[src/rtl/swi_seq.sv]
module swi_seq #(
  parameter logic [7:0] OP_BRK   = 8'h00,
  parameter logic [7:0] OP_COP   = 8'h02,
  parameter logic [7:0] OP_RTI   = 8'h40,
  parameter logic [7:0] EMU_PAGE = 8'h01,
  parameter int         PC_SKIP  = 2
) (
  input  logic        clk,
  input  logic        rst_n,
  input  logic        op_valid,
  input  logic [7:0]  op_code,
  input  logic        emu,
  input  logic [15:0] pc_in,
  input  logic [7:0]  pbr_in,
  input  logic [7:0]  p_in,
  input  logic [15:0] s_in,
  input  logic [15:0] vec_brk_emu,
  input  logic [15:0] vec_brk_nat,
  input  logic [15:0] vec_cop_emu,
  input  logic [15:0] vec_cop_nat,
  output logic        mem_we,
  output logic        mem_re,
  output logic [15:0] mem_addr,
  output logic [7:0]  mem_wdata,
  input  logic [7:0]  mem_rdata,
  output logic [15:0] pc_out,
  output logic [7:0]  pbr_out,
  output logic [7:0]  p_out,
  output logic [15:0] s_out,
  output logic        busy,
  output logic        done,
  output logic [3:0]  cycles
);
  localparam logic [7:0]  FLAG_I = 8'h04;
  localparam logic [7:0]  FLAG_D = 8'h08;
  localparam logic [15:0] SKIP   = 16'(PC_SKIP);

  logic        busy_q, rti_q, nat_q, done_q;
  logic [1:0]  step_q;
  logic [15:0] pc_q, sp_q, vec_q;
  logic [7:0]  pbr_q, p_q;
  logic [3:0]  cyc_q;

  wire known = (op_code == OP_BRK) || (op_code == OP_COP) || (op_code == OP_RTI);
  wire accept = op_valid && !busy_q && known;
  wire [1:0] last = nat_q ? 2'd3 : 2'd2;
  wire [1:0] idx = rti_q ? step_q : step_q + {1'b0, ~nat_q};
  wire [15:0] sp_dn = nat_q ? sp_q - 16'd1 : {EMU_PAGE, sp_q[7:0] - 8'd1};
  wire [15:0] sp_up = nat_q ? sp_q + 16'd1 : {EMU_PAGE, sp_q[7:0] + 8'd1};
  wire [15:0] vec_sel = (op_code == OP_COP) ? (emu ? vec_cop_emu : vec_cop_nat)
                                            : (emu ? vec_brk_emu : vec_brk_nat);

  assign mem_we   = busy_q && !rti_q;
  assign mem_re   = busy_q && rti_q;
  assign mem_addr = rti_q ? sp_up : sp_q;

  always_comb begin
    case (idx)
      2'd0:    mem_wdata = pbr_q;
      2'd1:    mem_wdata = pc_q[15:8];
      2'd2:    mem_wdata = pc_q[7:0];
      default: mem_wdata = p_q;
    endcase
  end

  always_ff @(posedge clk) begin
    if (!rst_n) begin
      busy_q <= 1'b0;
      rti_q  <= 1'b0;
      nat_q  <= 1'b0;
      done_q <= 1'b0;
      step_q <= 2'd0;
      pc_q   <= 16'd0;
      sp_q   <= 16'd0;
      vec_q  <= 16'd0;
      pbr_q  <= 8'd0;
      p_q    <= 8'd0;
      cyc_q  <= 4'd0;
    end else begin
      done_q <= 1'b0;
      if (accept) begin
        busy_q <= 1'b1;
        rti_q  <= (op_code == OP_RTI);
        nat_q  <= !emu;
        step_q <= 2'd0;
        pc_q   <= pc_in + SKIP;
        sp_q   <= emu ? {EMU_PAGE, s_in[7:0]} : s_in;
        vec_q  <= vec_sel;
        pbr_q  <= pbr_in;
        p_q    <= p_in;
      end else if (busy_q) begin
        step_q <= step_q + 2'd1;
        sp_q   <= rti_q ? sp_up : sp_dn;
        if (rti_q) begin
          case (step_q)
            2'd0:    p_q        <= mem_rdata;
            2'd1:    pc_q[7:0]  <= mem_rdata;
            2'd2:    pc_q[15:8] <= mem_rdata;
            default: pbr_q      <= mem_rdata;
          endcase
        end
        if (step_q == last) begin
          busy_q <= 1'b0;
          done_q <= 1'b1;
          cyc_q  <= (rti_q ? 4'd6 : 4'd7) + {3'd0, nat_q};
          if (!rti_q) begin
            pc_q <= vec_q;
            p_q  <= (p_q | FLAG_I) & ~FLAG_D;
            if (nat_q) pbr_q <= 8'd0;
          end
        end
      end
    end
  end

  assign pc_out  = pc_q;
  assign pbr_out = pbr_q;
  assign p_out   = p_q;
  assign s_out   = sp_q;
  assign busy    = busy_q;
  assign done    = done_q;
  assign cycles  = cyc_q;

  assert_done_idle_R9: assert property (@(posedge clk) disable iff (!rst_n)
    done |-> !busy);
  assert_done_single_R9: assert property (@(posedge clk) disable iff (!rst_n)
    done |=> !done);
  assert_cycle_range_R8: assert property (@(posedge clk) disable iff (!rst_n)
    done |-> (cycles >= 4'd6 && cycles <= 4'd8));
  assert_emu_page_R10: assert property (@(posedge clk) disable iff (!rst_n)
    (busy && !nat_q) |-> mem_addr[15:8] == EMU_PAGE);
  assert_push_dec_R2: assert property (@(posedge clk) disable iff (!rst_n)
    (mem_we && nat_q) |=> s_out == $past(s_out) - 16'd1);
  assert_pop_inc_R7: assert property (@(posedge clk) disable iff (!rst_n)
    mem_re |=> s_out == $past(mem_addr));
  assert_entry_flags_R5: assert property (@(posedge clk) disable iff (!rst_n)
    (done && $past(mem_we)) |-> (p_out[2] && !p_out[3]));
  assert_native_bank_R4: assert property (@(posedge clk) disable iff (!rst_n)
    (done && $past(mem_we) && nat_q) |-> pbr_out == 8'h00);
  assert_access_excl_R1: assert property (@(posedge clk) disable iff (!rst_n)
    !(mem_we && mem_re));
endmodule

[config.mk]
export PLATFORM = sky130hd
export DESIGN_NAME = swi_seq
export DESIGN_NICKNAME = d
export VERILOG_FILES = /design/src/rtl/swi_seq.sv
export SDC_FILE = /design/constraint.sdc
export NUM_CORES = 1
export LEC_CHECK = 0
export ABC_AREA = 1
export CORE_MARGIN = 5
export CORE_UTILIZATION = 35
export DETAILED_ROUTE_END_ITERATION = 10
export PLACE_DENSITY = 0.66
export SLEW_MARGIN = 20
export SYNTH_ARGS = -nofsm -noshare
export SYNTH_HDL_FRONTEND = slang
export SYNTH_SLANG_ARGS = --single-unit
[constraint.sdc]
create_clock -name clk -period 2.2 [get_ports clk]
set_input_delay 0.44 -clock clk [delete_from_list [all_inputs] [get_ports clk]]
set_output_delay 0.44 -clock clk [all_outputs]
set_load 0.1 [all_outputs]
# Word-level counts from Yosys, hierarchy flattened
# Cells that the tools add are included.
# totals
reg_bits,74
latchBits,0
ram_bits,0
rom_bits,0
out_inout_bits,80
wordCells,88
n_memories,0
# classes
addsub,8
mul,0
n_div,0
order_cmp,0
n_eq_ne,8
shifts,0
mux,38
bitwise_logic,4
n_reduce_logical,18
# op_table
cell,n
16-bit two-way mux,15
8-bit two-way mux,15
8-bit case mux with 3 select lines,1
16-bit by 1-bit adder with 16-bit output (second input constant),1
16-bit by 2-bit adder with 16-bit output (second input constant),1
16-bit by 1-bit subtractor with 16-bit output (second input constant),1
8-bit by 1-bit adder with 8-bit output (second input constant),1
8-bit by 2-bit equality test with 1-bit output (second input constant),1
8-bit by 7-bit equality test with 1-bit output (second input constant),1
8-bit logical NOT,1
8-bit by 1-bit subtractor with 8-bit output (second input constant),1
1-bit two-way mux,6
3-bit OR reduction,2
3-bit by 1-bit adder with 4-bit output,1
2-bit by 1-bit equality test with 1-bit output (second input constant),2
2-bit equality test (second input constant),2
1-bit logical AND,4
2-bit logical NOT,2
1-bit NOT,4
1-bit logical NOT,3
3-bit inequality test (second input constant),1
3-bit AND reduction,1
2-bit by 1-bit adder with 2-bit output,1
2-bit by 1-bit adder with 2-bit output (second input constant),1
other kinds (6),7

# Longest topological paths before layout
# logic_depth
ltp_word,9
ltp_mapped,12
ltp_nobuf,11

# Worst setup path after synthesis
# No wires, ideal clock.
# synth_path
kind,register -> output
startpoint,register sp_q[10] (netlist: s_out[10])
endpoint,output port mem_addr[10]
t_arrival_ns,3.461
required_time_ns,1.760
slack_ns,-1.701
path_stages_with_launch,4
n_path_buf,1
path_cell_list,dfxtp_1 buf_2 inv_1 o21ai_0
# synth_between
elab_chain_cells,3
# synth_rtl
item,line,source
"start, declared",40,"logic [15:0] pc_q, sp_q, vec_q;"
"start signal, assigned",87,"sp_q <= emu ? {EMU_PAGE, s_in[7:0]} : s_in;"
"start signal, assigned",93,sp_q <= rti_q ? sp_up : sp_dn;
16-bit by 1-bit adder with 16-bit output,49,"wire [15:0] sp_up = nat_q ? sp_q + 16'd1 : {EMU_PAGE, sp_q[7:0] + 8'd1};"
16-bit two-way mux,49,
16-bit two-way mux (*),55,assign mem_addr = rti_q ? sp_up : sp_q;
"end, declared",23,"output logic [15:0] mem_addr,"
# Mark *: on every way between the ends. The rest lies on a longest branch, timed or not.

# Worst setup path in the final report
# layout_path
startpoint,register nat_q
endpoint,output port mem_wdata[5]
# layout_between
elab_chain_cells,5
word_cells_on_any_way,7
classes_between,add/sub (1); eq/ne (2); mux (2); bitwise (1); reduce/logical (1)
# layout_rtl
item,line,source
"start, declared",38,"logic busy_q, rti_q, nat_q, done_q;"
"start signal, assigned",84,nat_q <= !emu;
1-bit NOT (*),47,"wire [1:0] idx = rti_q ? step_q : step_q + {1'b0, ~nat_q};"
2-bit by 1-bit adder with 2-bit output (*),47,
2-bit two-way mux (*),47,
"2-bit equality test, or another cell as far along",58,case (idx)
8-bit case mux with 3 select lines (*),58,
"end, declared",24,"output logic [7:0] mem_wdata,"
# Marked as above.

==> flow_summary.toml <==
[worst_setup_path]
cp_slowest_cell = "dfxtp_4"
end_kind = "output port"
critPathTopFamily = "simple AND/OR/NAND/NOR gates"
crit_buf_inv = 3
path_cells = "inv_4 > ha_4 > nand2_4 > o21ai_4 > inv_2 > nor2_4 > nand2_1 > o2111ai_4 > buf_12"
cpPeakStageDelay_ps = 350
start_kind = "flop"
crit_fanout = 8
required_ps = 1760
critPathArrivalTime_ps = 1880
crit_type = "reg2out"

[sta]
period_minus_slack_ps = 2323
fin_worst_skew_ps = 6.072
min_period_over_period_pct = 105.6
grt_setup_unrepaired = "yes"
slew_headroom_pct = 55.87
fmax_mhz = 430.5
hold_violations = 0
worst_pin_slew_ps = 661.3
final-setup-viol-count = 11
setup_slack_ps = -122.9
slew_viol_final = 0

[global_route]
grt_overflow = 0
grt_use_total_pct = 23.19
antenna_found_initial = 0
use_met3_pct = 4.898
grt_use_met1_pct = 28.75
gr-usage-met2_pct = 41.05
grt_pass1_vias = 6770
grt_pass1_wl_um = 34780
grt_max_degree = 43
grt_most_used_layer = "met2"

[clock_tree]
htreeDepth = 3
path_clk_slew_ps = 60
clock-root-buffer = "clkbuf_16"
tritoncts = "built"
clk_latency_ps = 340
cts.sinks = 73
clock_path_buffers = 2
cts_buffers = 9

[yosys]
synthArstFlopShare_pct = 0
syn-num-nets = 1116
synth_edf_count = 0
synth_cell_type_count = 41
synth_seq_cells = 73
syn-cell-area_um2 = 5732
synth.avg_cell_area_um2 = 5.891
yosysWarnings = 0
ys_seq_area_share_pct = 25.50
yosys_most_used_dff = "dfxtp_1"
syn_inst = 973

[flow_run]
drv_cap = 0

[layout]
antenna_cells = 0
mostFrequentLayoutCell = "nand2_1"
layout_common_cells = "nand2_1 (298), clkdlybuf4s50_1 (131), o21ai_0 (101), buf_4 (101), nor2_1 (92)"
multi_input_area_um2 = 4078
register_area_um2 = 1525
fin_nets = 1351
areaGrowthSynthToFinish_pct = 62.85
final_layout_size_suffix_gt1_share_pct = 22.28
utilization_pct = 58.34
fill_cells = 1597

[power]
finalPower_mw = 3.436
power_density_nw_per_um2 = 368.1
leakage_nw = 4.101
peakVddDrop_mv = 0.3912

[die]
die_h_um = 138.0
die_w_um = 138.0
dieArea_um2 = 19040
core_um2 = 16000
io_pins = 212
initial_core_util_pct = 35.82
rows = 46

[detailed_routing]
viasPerCell = 5.125
wl_per_cell_um = 15.85
route.detailed.drc = 0
drtIter0Drc = 585
drt_pass1_iterations = 5
routed_wl_um = 22640
vias = 7319
ant_nets = 0

[status]
outcome = "finished, violations left"
violations = "negative setup slack"

[place]
dp_hpwl_um = 17490
port_buffers = 211
globalplace.congestion = 0.9158
dpl_worst_slack_ps = -30.81

[hold_path]
hold_class = "reg2reg"
[cell type report]
class                           count  area share (%)
Timing Repair Buffer              273           30.50
Clock buffer                       15           2.976
Sequential cell                    73           16.34
Multi-Input combinational cell    766           43.69
Tap cell                          216           2.895
Inverter                           85           3.606
[synth_stat cells (all sizes together) (3+ instances only)]
cell / number / area share [%]
nand3: 61 / 5.4
dfxtp: 73 / 25
nand3b: 3 / 0.39
xnor2: 4 / 0.61
nor3: 7 / 0.70
a21oi: 60 / 5.3
a31oi: 4 / 0.44
ha: 11 / 2.4
xor2: 6 / 0.92
nand4: 18 / 2.0
a211oi: 3 / 0.39
mux2i: 17 / 3.0
inv: 84 / 5.5
nand2: 317 / 21
buf: 34 / 3.8
clkbuf: 15 / 1.0
o2111ai: 4 / 0.61
o21ai: 122 / 11
nor2: 107 / 7.4
o22ai: 3 / 0.33
o211ai: 10 / 1.3
or2: 4 / 0.44
[cell families after synthesis]
family                     count (synthesis)  share of synthesized area [%]
AOI/OAI and AO/OA                        210                          19.62
xor gates and xnor gates                  10                          1.528
adders and majority gates                 11                          2.401
buffers and inverters                    134                          10.41
DFF                                       73                          25.50
muxes                                     18                          3.165
and+or+nand+nor                          517                          37.37
[worst register-to-register path, stage by stage (launching register included)]
cell	delay (ps)
dfxtp_4	350
inv_4	40
ha_4	240
buf_4	130
buf_4	130
nand2_1	120
nor2_4	60
a21oi_2	380
nand2_1	90
nand2_1	210
a21oi_1	110
nor2_1	100
[repair_timing]
action,4_1_cts,5_1_grt
hold buffers,0,0
pin swaps,14,11
setup buffers,8,19
gates resized for setup,29,40
setup endpoints to repair,17,17
[power breakdown]
part	internal [mW]	switching, mW	total, mW	leakage (nW)
Sequential	1.32	0.0161	1.33	0.605
Combinational	0.347	0.338	0.685	3.36
Clock	0.852	0.564	1.42	0.136
[final timing paths]
kind | start | endpoint | slack [ps] | depth (start not counted)
setup / recovery | nat_q$_SDFFE_PN0P_ | mem_wdata[5] | -120 | 9
hold / removal | cycles[3]$_SDFFE_PN0P_ | cycles[3]$_SDFFE_PN0P_ | 470 | 2
setup reg to reg | nat_q$_SDFFE_PN0P_ | pbr_out[7]$_SDFFE_PN0P_ | 200 | 11
hold reg to reg | cycles[3]$_SDFFE_PN0P_ | cycles[3]$_SDFFE_PN0P_ | 470 | 2
[per-stage QoR]
stage | hold WS [ps] | TNS [ps] | cell area [µm²] | cells
floorplan | 429.8 | -955.3 | 6008 | 973
global placement | 455.6 | 0 | 8601 | 1386
detailed placement | 460.9 | -36.31 | 8601 | 1386
CTS | 469.8 | -876.0 | 9055 | 1409
global route | 484.0 | -2038 | 9334 | 1428
finish | 468.3 | -900.6 | 9334 | 1428
[state kept, by name, indices dropped and copies added (netlist names), 2 cells and up]
| signal | flops |
|---|---|
| cycles | 3 |
| pc_out | 16 |
| vec_q | 16 |
| pbr_out | 8 |
| step_q | 2 |
| s_out | 16 |
| p_out | 8 |
[routing by layer]
| layer | part of all wire (%) | vias up |
|---|---|---|
| met5 | 0 | - |
| met4 | 1.6 | 0 |
| met3 | 7.8 | 35 |
| met2 | 51 | 307 |
| met1 | 40 | 3304 |
| li1 | - | 3673 |
(Power assumes the default switching activity.)
